File: src/rtl/shpwm_pkg.sv
package shpwm_pkg;

    localparam int AW = 2;

    localparam logic [AW-1:0] ADDR_CTRL = 2'd0;
    localparam logic [AW-1:0] ADDR_PRD  = 2'd1;
    localparam logic [AW-1:0] ADDR_CMP  = 2'd2;
    localparam logic [AW-1:0] ADDR_ARM  = 2'd3;

    typedef enum logic [1:0] {
        ACT_NONE = 2'b00,
        ACT_CLR  = 2'b01,
        ACT_SET  = 2'b10,
        ACT_HOLD = 2'b11
    } act_e;

    typedef enum logic {
        LD_AT_ZERO = 1'b0,
        LD_AT_PRD  = 1'b1
    } ldsel_e;

    typedef enum logic {
        GL_CONT    = 1'b0,
        GL_ONESHOT = 1'b1
    } glmode_e;

    // packed MSB first: [7:6] cmp, [5:4] prd, [3:2] zero, [1] mode, [0] sel
    typedef struct packed {
        act_e    cmp_act;
        act_e    prd_act;
        act_e    zro_act;
        glmode_e gl_mode;
        ldsel_e  ld_sel;
    } ctrl_t;

    typedef struct packed {
        logic zro;
        logic prd;
        logic cmp;
    } evt_t;

    function automatic logic hit_is(input act_e a, input logic hit, input act_e want);
        return hit && (a == want);
    endfunction

    function automatic logic next_level(input logic cur, input ctrl_t c, input evt_t e);
        logic clr;
        logic set;
        clr = hit_is(c.zro_act, e.zro, ACT_CLR) || hit_is(c.prd_act, e.prd, ACT_CLR)
           || hit_is(c.cmp_act, e.cmp, ACT_CLR);
        set = hit_is(c.zro_act, e.zro, ACT_SET) || hit_is(c.prd_act, e.prd, ACT_SET)
           || hit_is(c.cmp_act, e.cmp, ACT_SET);
        if (clr)      return 1'b0;
        else if (set) return 1'b1;
        else          return cur;
    endfunction

endpackage

File: src/rtl/shpwm_regs.sv
module shpwm_regs
    import shpwm_pkg::*;
#(
    parameter int CW      = 16,
    parameter int RST_PRD = 9,
    parameter int RST_CMP = 0
) (
    input  logic          clk,
    input  logic          rst,
    input  logic          wr_en,
    input  logic [AW-1:0] wr_addr,
    input  logic [CW-1:0] wr_data,
    input  evt_t          evt,
    output ctrl_t         ctrl,
    output logic [CW-1:0] act_prd,
    output logic [CW-1:0] act_cmp,
    output logic          armed,
    output logic          xfer
);
    localparam logic [CW-1:0] PRD_INIT = CW'(RST_PRD);
    localparam logic [CW-1:0] CMP_INIT = CW'(RST_CMP);

    logic [CW-1:0] sh_prd;
    logic [CW-1:0] sh_cmp;
    logic          ld_evt;
    logic          arm_wr;

    assign ld_evt = (ctrl.ld_sel == LD_AT_PRD) ? evt.prd : evt.zro;
    assign arm_wr = wr_en && (wr_addr == ADDR_ARM) && wr_data[0];
    assign xfer   = ld_evt && ((ctrl.gl_mode == GL_CONT) || armed);

    always_ff @(posedge clk) begin
        if (rst) begin
            ctrl   <= '0;
            sh_prd <= PRD_INIT;
            sh_cmp <= CMP_INIT;
        end else if (wr_en) begin
            case (wr_addr)
                ADDR_CTRL: ctrl   <= ctrl_t'(wr_data[7:0]);
                ADDR_PRD:  sh_prd <= wr_data;
                ADDR_CMP:  sh_cmp <= wr_data;
                default:   ;
            endcase
        end
    end

    always_ff @(posedge clk) begin
        if (rst) begin
            act_prd <= PRD_INIT;
            act_cmp <= CMP_INIT;
        end else if (xfer) begin
            act_prd <= sh_prd;
            act_cmp <= sh_cmp;
        end
    end

    always_ff @(posedge clk) begin
        if (rst)         armed <= 1'b0;
        else if (arm_wr) armed <= 1'b1;
        else if (xfer)   armed <= 1'b0;
    end

    AST_ARM_CLEARS: assert property (@(posedge clk) disable iff (rst)
        (armed && ld_evt && !arm_wr) |=> !armed);
    AST_ACT_STABLE: assert property (@(posedge clk) disable iff (rst)
        !xfer |=> ($stable(act_prd) && $stable(act_cmp)));
endmodule

File: src/rtl/shpwm_timebase.sv
module shpwm_timebase
    import shpwm_pkg::*;
#(
    parameter int CW = 16
) (
    input  logic          clk,
    input  logic          rst,
    input  logic [CW-1:0] act_prd,
    input  logic [CW-1:0] act_cmp,
    output logic [CW-1:0] ctr,
    output evt_t          evt
);
    always_ff @(posedge clk) begin
        if (rst)                ctr <= '0;
        else if (ctr >= act_prd) ctr <= '0;
        else                    ctr <= ctr + 1'b1;
    end

    always_comb begin
        evt.zro = (ctr == '0);
        evt.prd = (ctr == act_prd);
        evt.cmp = (ctr == act_cmp);
    end

    AST_CTR_WRAP: assert property (@(posedge clk) disable iff (rst)
        (ctr == act_prd) |=> (ctr == '0));
endmodule

File: src/rtl/shpwm_action.sv
module shpwm_action
    import shpwm_pkg::*;
(
    input  logic  clk,
    input  logic  rst,
    input  ctrl_t ctrl,
    input  evt_t  evt,
    output logic  pwm
);
    logic any_clr;

    assign any_clr = hit_is(ctrl.zro_act, evt.zro, ACT_CLR)
                  || hit_is(ctrl.prd_act, evt.prd, ACT_CLR)
                  || hit_is(ctrl.cmp_act, evt.cmp, ACT_CLR);

    always_ff @(posedge clk) begin
        if (rst) pwm <= 1'b0;
        else     pwm <= next_level(pwm, ctrl, evt);
    end

    AST_CLEAR_PRIO: assert property (@(posedge clk) disable iff (rst)
        any_clr |=> !pwm);
endmodule

File: src/rtl/shpwm_top.sv
module shpwm_top
    import shpwm_pkg::*;
#(
    parameter int CW      = 16,
    parameter int RST_PRD = 9,
    parameter int RST_CMP = 0
) (
    input  logic          clk,
    input  logic          rst,
    input  logic          wr_en,
    input  logic [1:0]    wr_addr,
    input  logic [CW-1:0] wr_data,
    output logic          pwm_out,
    output logic [CW-1:0] ctr_out,
    output logic          oneshot_pending
);
    ctrl_t         ctrl;
    evt_t          evt;
    logic [CW-1:0] act_prd;
    logic [CW-1:0] act_cmp;
    logic          xfer;

    shpwm_regs #(.CW(CW), .RST_PRD(RST_PRD), .RST_CMP(RST_CMP)) u_regs (
        .clk(clk), .rst(rst), .wr_en(wr_en), .wr_addr(wr_addr), .wr_data(wr_data),
        .evt(evt), .ctrl(ctrl), .act_prd(act_prd), .act_cmp(act_cmp),
        .armed(oneshot_pending), .xfer(xfer)
    );

    shpwm_timebase #(.CW(CW)) u_tb (
        .clk(clk), .rst(rst), .act_prd(act_prd), .act_cmp(act_cmp),
        .ctr(ctr_out), .evt(evt)
    );

    shpwm_action u_aq (
        .clk(clk), .rst(rst), .ctrl(ctrl), .evt(evt), .pwm(pwm_out)
    );

    AST_XFER_ON_EVENT: assert property (@(posedge clk) disable iff (rst)
        xfer |-> ((ctrl.ld_sel == LD_AT_PRD) ? (ctr_out == act_prd) : (ctr_out == '0)));
endmodule

File: config.mk
export PLATFORM = sky130hd
export DESIGN_NAME = shpwm_top
export DESIGN_NICKNAME = d
export VERILOG_FILES = /design/src/rtl/shpwm_pkg.sv /design/src/rtl/shpwm_regs.sv /design/src/rtl/shpwm_timebase.sv /design/src/rtl/shpwm_action.sv /design/src/rtl/shpwm_top.sv
export SDC_FILE = /design/constraint.sdc
export NUM_CORES = 1
export LEC_CHECK = 0
export BUFFER_PORTS_ARGS = -buffer_cell sky130_fd_sc_hd__buf_4
export CAP_MARGIN = 20
export CORE_AREA = 10 10 115 91
export DETAILED_ROUTE_END_ITERATION = 7
export DIE_AREA = 0 0 125 101
export PLACE_DENSITY_LB_ADDON = 0.15
export RECOVER_POWER = 25
export SYNTH_ARGS = -nofsm -noshare
export SYNTH_HDL_FRONTEND = slang
export SYNTH_HIERARCHICAL = 1
export SYNTH_SLANG_ARGS = --single-unit
File: constraint.sdc
create_clock -name clk -period 2.25 [get_ports clk]
set_input_delay 0.225 -clock clk [delete_from_list [all_inputs] [get_ports clk]]
set_output_delay 0.225 -clock clk [all_outputs]
set_load 0.05 [all_outputs]
==> run metrics <==
FFs w/ async S/R, synth=0%; power share of the clock group=30.4%; maximum vdd drop=0.406 mV; Die X=125 um; logic gate share of total power=18.1%; Sw Pwr=0.864 mW; Worst Setup Start Kind=flop; final hold viol count=0; yosys warns=6; Vias per Instance=5.20; max-cap violation count=0; period utilization=103%; mapped cell area=0.00428 mm2; core area=0.00827 mm2; Layout Cells excl Fill=649; gr usage total=16.2%; die area=0.0126 mm2; Switching Share=26.7%; total CTS buffers=9; DR vias=3377; Initial Utilization=51.7%; RSZ-0062 raised after global routing=true; final WL=10200 um; Worst Setup End Kind=flop; root buffer cell=clkbuf_8; DR iter-0 viols=152; critical path class=flop to flop; register area share after synthesis=42.1%; vias in the first global route=3275; flop2flop setup slack=-0.07 ns; syn_nets=520; # port buffers=38; WL/cell=15.7 um; failing checks=negative setup slack; Top FF cell, synth=dfxtp_1; Cells after DPL=624; maximum clock frequency=0.431 GHz; Hold Path Depth=3; initial antenna violation count=0; most frequent CP cell=buf_12; DRT Pass-1 Iters=4; fin. max-slew vios=0; Die H=101 um; Seq pwr share=51.5%; I/O Pins=39; Least-Margin Pin Slew=0.821 ns; dpl hpwl=7230 um; cell row count=29; CTS H-tree lvls=3; TritonCTS clock tree=yes; Hold Path Class=input pin to flop; total global routing overflow=0; Clock Path Buffers=2; Reg-to-Reg Start=u_regs/act_prd[9]; Hold WS=0.104 ns; CP arrival=2.61 ns; max incr delay on CP=0.58 ns; final worst slack=-0.0727 ns; CP max stage cell=or4_4; fin crit period=2.32 ns; FILL cells=748; average size of a mapped cell=8.89 um2; post-layout total power=3.23 mW; most frequent cells in the layout=nand2_1 (74), dfxtp_1 (74), buf_4 (61), nand2b_1 (60), mux2i_1 (40); Final nets=575; critical path fanouts, max=6; outcome=finished, violations left; RePlAce Congestion=0.812; RR Endpoint=u_regs/act_prd[6]; Post-synth EDFFs=0; P_int=2.37 mW; CP Data Required Time=2.54 ns; Mapped Cells=481; share of layout cells above drive strength 1=20.0%; Area Growth Syn to Fin=19.8%; Rel. slew slack=45.3%; setup TNS=-1.77 ns; Final Cell Area=0.00512 mm2; CP cell instances=inv_2, ha_4, nand4_1, or4_4, nor2_4, mux2i_4, a21oi_4, buf_12, buf_12, mux2i_1; Final Setup Violations=32; Yosys cell types=41; Ant. Diodes=0; hold wc startpoint=wr_data[3]; hold endpoint=u_regs/sh_prd[3]; Synth Register Bits=90; Post-DP Area=0.00480 mm2; clk_skew=0.0104 ns; largest net degree at the start of global routing=104; Worst Reg-to-Reg Cells=10; sinks on the clock net=90; clk slew on worst S/H paths=0.08 ns; DRC errors left=0; worst skew pair latency=0.36 ns; first-pass GRT wire length=16600 um; Routed Antenna Nets=0; Pleak=1.98 nW; power per cell area=631 mW/mm2
cell families (layout without fill, tap and decap cells):
family | after synthesis | count (layout) | share of synthesized area [%]
DFF | 90 | 90 | 42.1
muxes | 41 | 41 | 9.60
and+or+nand+nor | 208 | 208 | 24.5
buffers and inverters | 46 | 106 | 5.65
AOI/OAI and AO/OA | 48 | 48 | 6.73
xor gates and xnor gates | 30 | 30 | 6.14
adders and majority gates | 18 | 18 | 5.27
sequential cells by signal, summed over array words and instances (netlist names):
signal,flops
u_regs/act_cmp,16
u_regs/act_prd,16
u_regs/sh_cmp,16
u_regs/sh_prd,16
u_tb/ctr,16
u_regs/ctrl,8
u_aq/pwm,1
u_regs/armed,1
power groups by stage:
stage | Sequential [mW] | Combinational, mW | Clock, mW
after detailed placement | 1.70 | 0.479 | 0
after global placement | 1.70 | 0.472 | 0
after global routing | 1.67 | 0.628 | 1.07
final | 1.67 | 0.584 | 0.981
after floorplan | 1.72 | 0.330 | 0
after CTS | 1.67 | 0.570 | 1.01
worst max-delay path by stage:
stage / from / cells past startpoint / end / slack [ns]
after detailed placement: u_regs/act_prd[9] / 9 / u_regs/act_prd[6] / -0.08
final: u_regs/act_prd[9] / 10 / u_regs/act_prd[6] / -0.07
after floorplan: u_tb/ctr[9] / 8 / u_regs/act_cmp[10] / 0.003
after global routing: u_regs/act_prd[9] / 10 / u_regs/act_prd[5] / -0.17
after CTS: u_regs/act_prd[9] / 10 / u_regs/act_prd[11] / -0.06
after global placement: u_regs/act_prd[9] / 9 / u_regs/act_prd[9] / 0.007
area by class of cell:
| type | count | area [um2] | area share (%) |
|---|---|---|---|
| clock buffer | 14 | 153 | 2.98 |
| clock inverter | 2 | 11.3 | 0.220 |
| inverter | 20 | 75.1 | 1.47 |
| multi-input combinational | 345 | 2310 | 45.0 |
| sequential | 90 | 1840 | 35.9 |
| tap | 108 | 135 | 2.64 |
| timing repair buffer | 70 | 602 | 11.7 |
per-stage QoR:
| stage | worst slack [ns] | util, % |
|---|---|---|
| after floorplan | 0.00321 | - |
| after global placement | 0.00750 | 58.0 |
| after detailed placement | -0.0783 | 58.0 |
| after CTS | -0.0630 | 61.7 |
| after global routing | -0.173 | 61.9 |
| final | -0.0727 | 61.9 |
synth_stat cells (all sizes together) (2+ instances only):
master,n,share of area [%]
dfxtp,90,42
nand2,74,6.5
nand2b,60,8.8
mux2i,41,9.6
a21oi,38,4.8
nor2,33,2.9
xnor2,24,4.9
inv,20,1.8
ha,18,5.3
buf,17,3.0
nand4,11,1.6
clkbuf,9,0.88
nand3b,7,1.2
xor2,6,1.2
nand3,5,0.59
nor4,4,0.59
and3,3,0.44
nor3,3,0.35
and3b,2,0.41
o211ai,2,0.47
critical path: cells and delay by family (launching register included):
| kind | cells | cell delay, ns |
|---|---|---|
| adder cells (fa/ha/maj) | 1 | 0.25 |
| flip-flops | 1 | 0.35 |
| AO/OA/AOI/OAI | 1 | 0.16 |
| multiplexers | 2 | 0.28 |
| buffers and inverters | 3 | 0.33 |
| AND/OR/NAND/NOR | 3 | 0.87 |
layer usage:
layer  up-vias  wire [um]  track usage (%)
met3         9        339             4.42
met2        51       5010             27.4
li1       1700          -                -
met4         0        108             5.30
met5         -          0                0
met1      1617       4710             19.6
what timing repair did:
item	4_1_cts	5_1_grt
setup endpoints to repair	32	37
resized for setup	12	3
hold buffers	0	0
setup buffers	4	3
gates cloned	2	1
pin swaps	0	1
No activity file was read; power rests on OpenSTA's default activity.
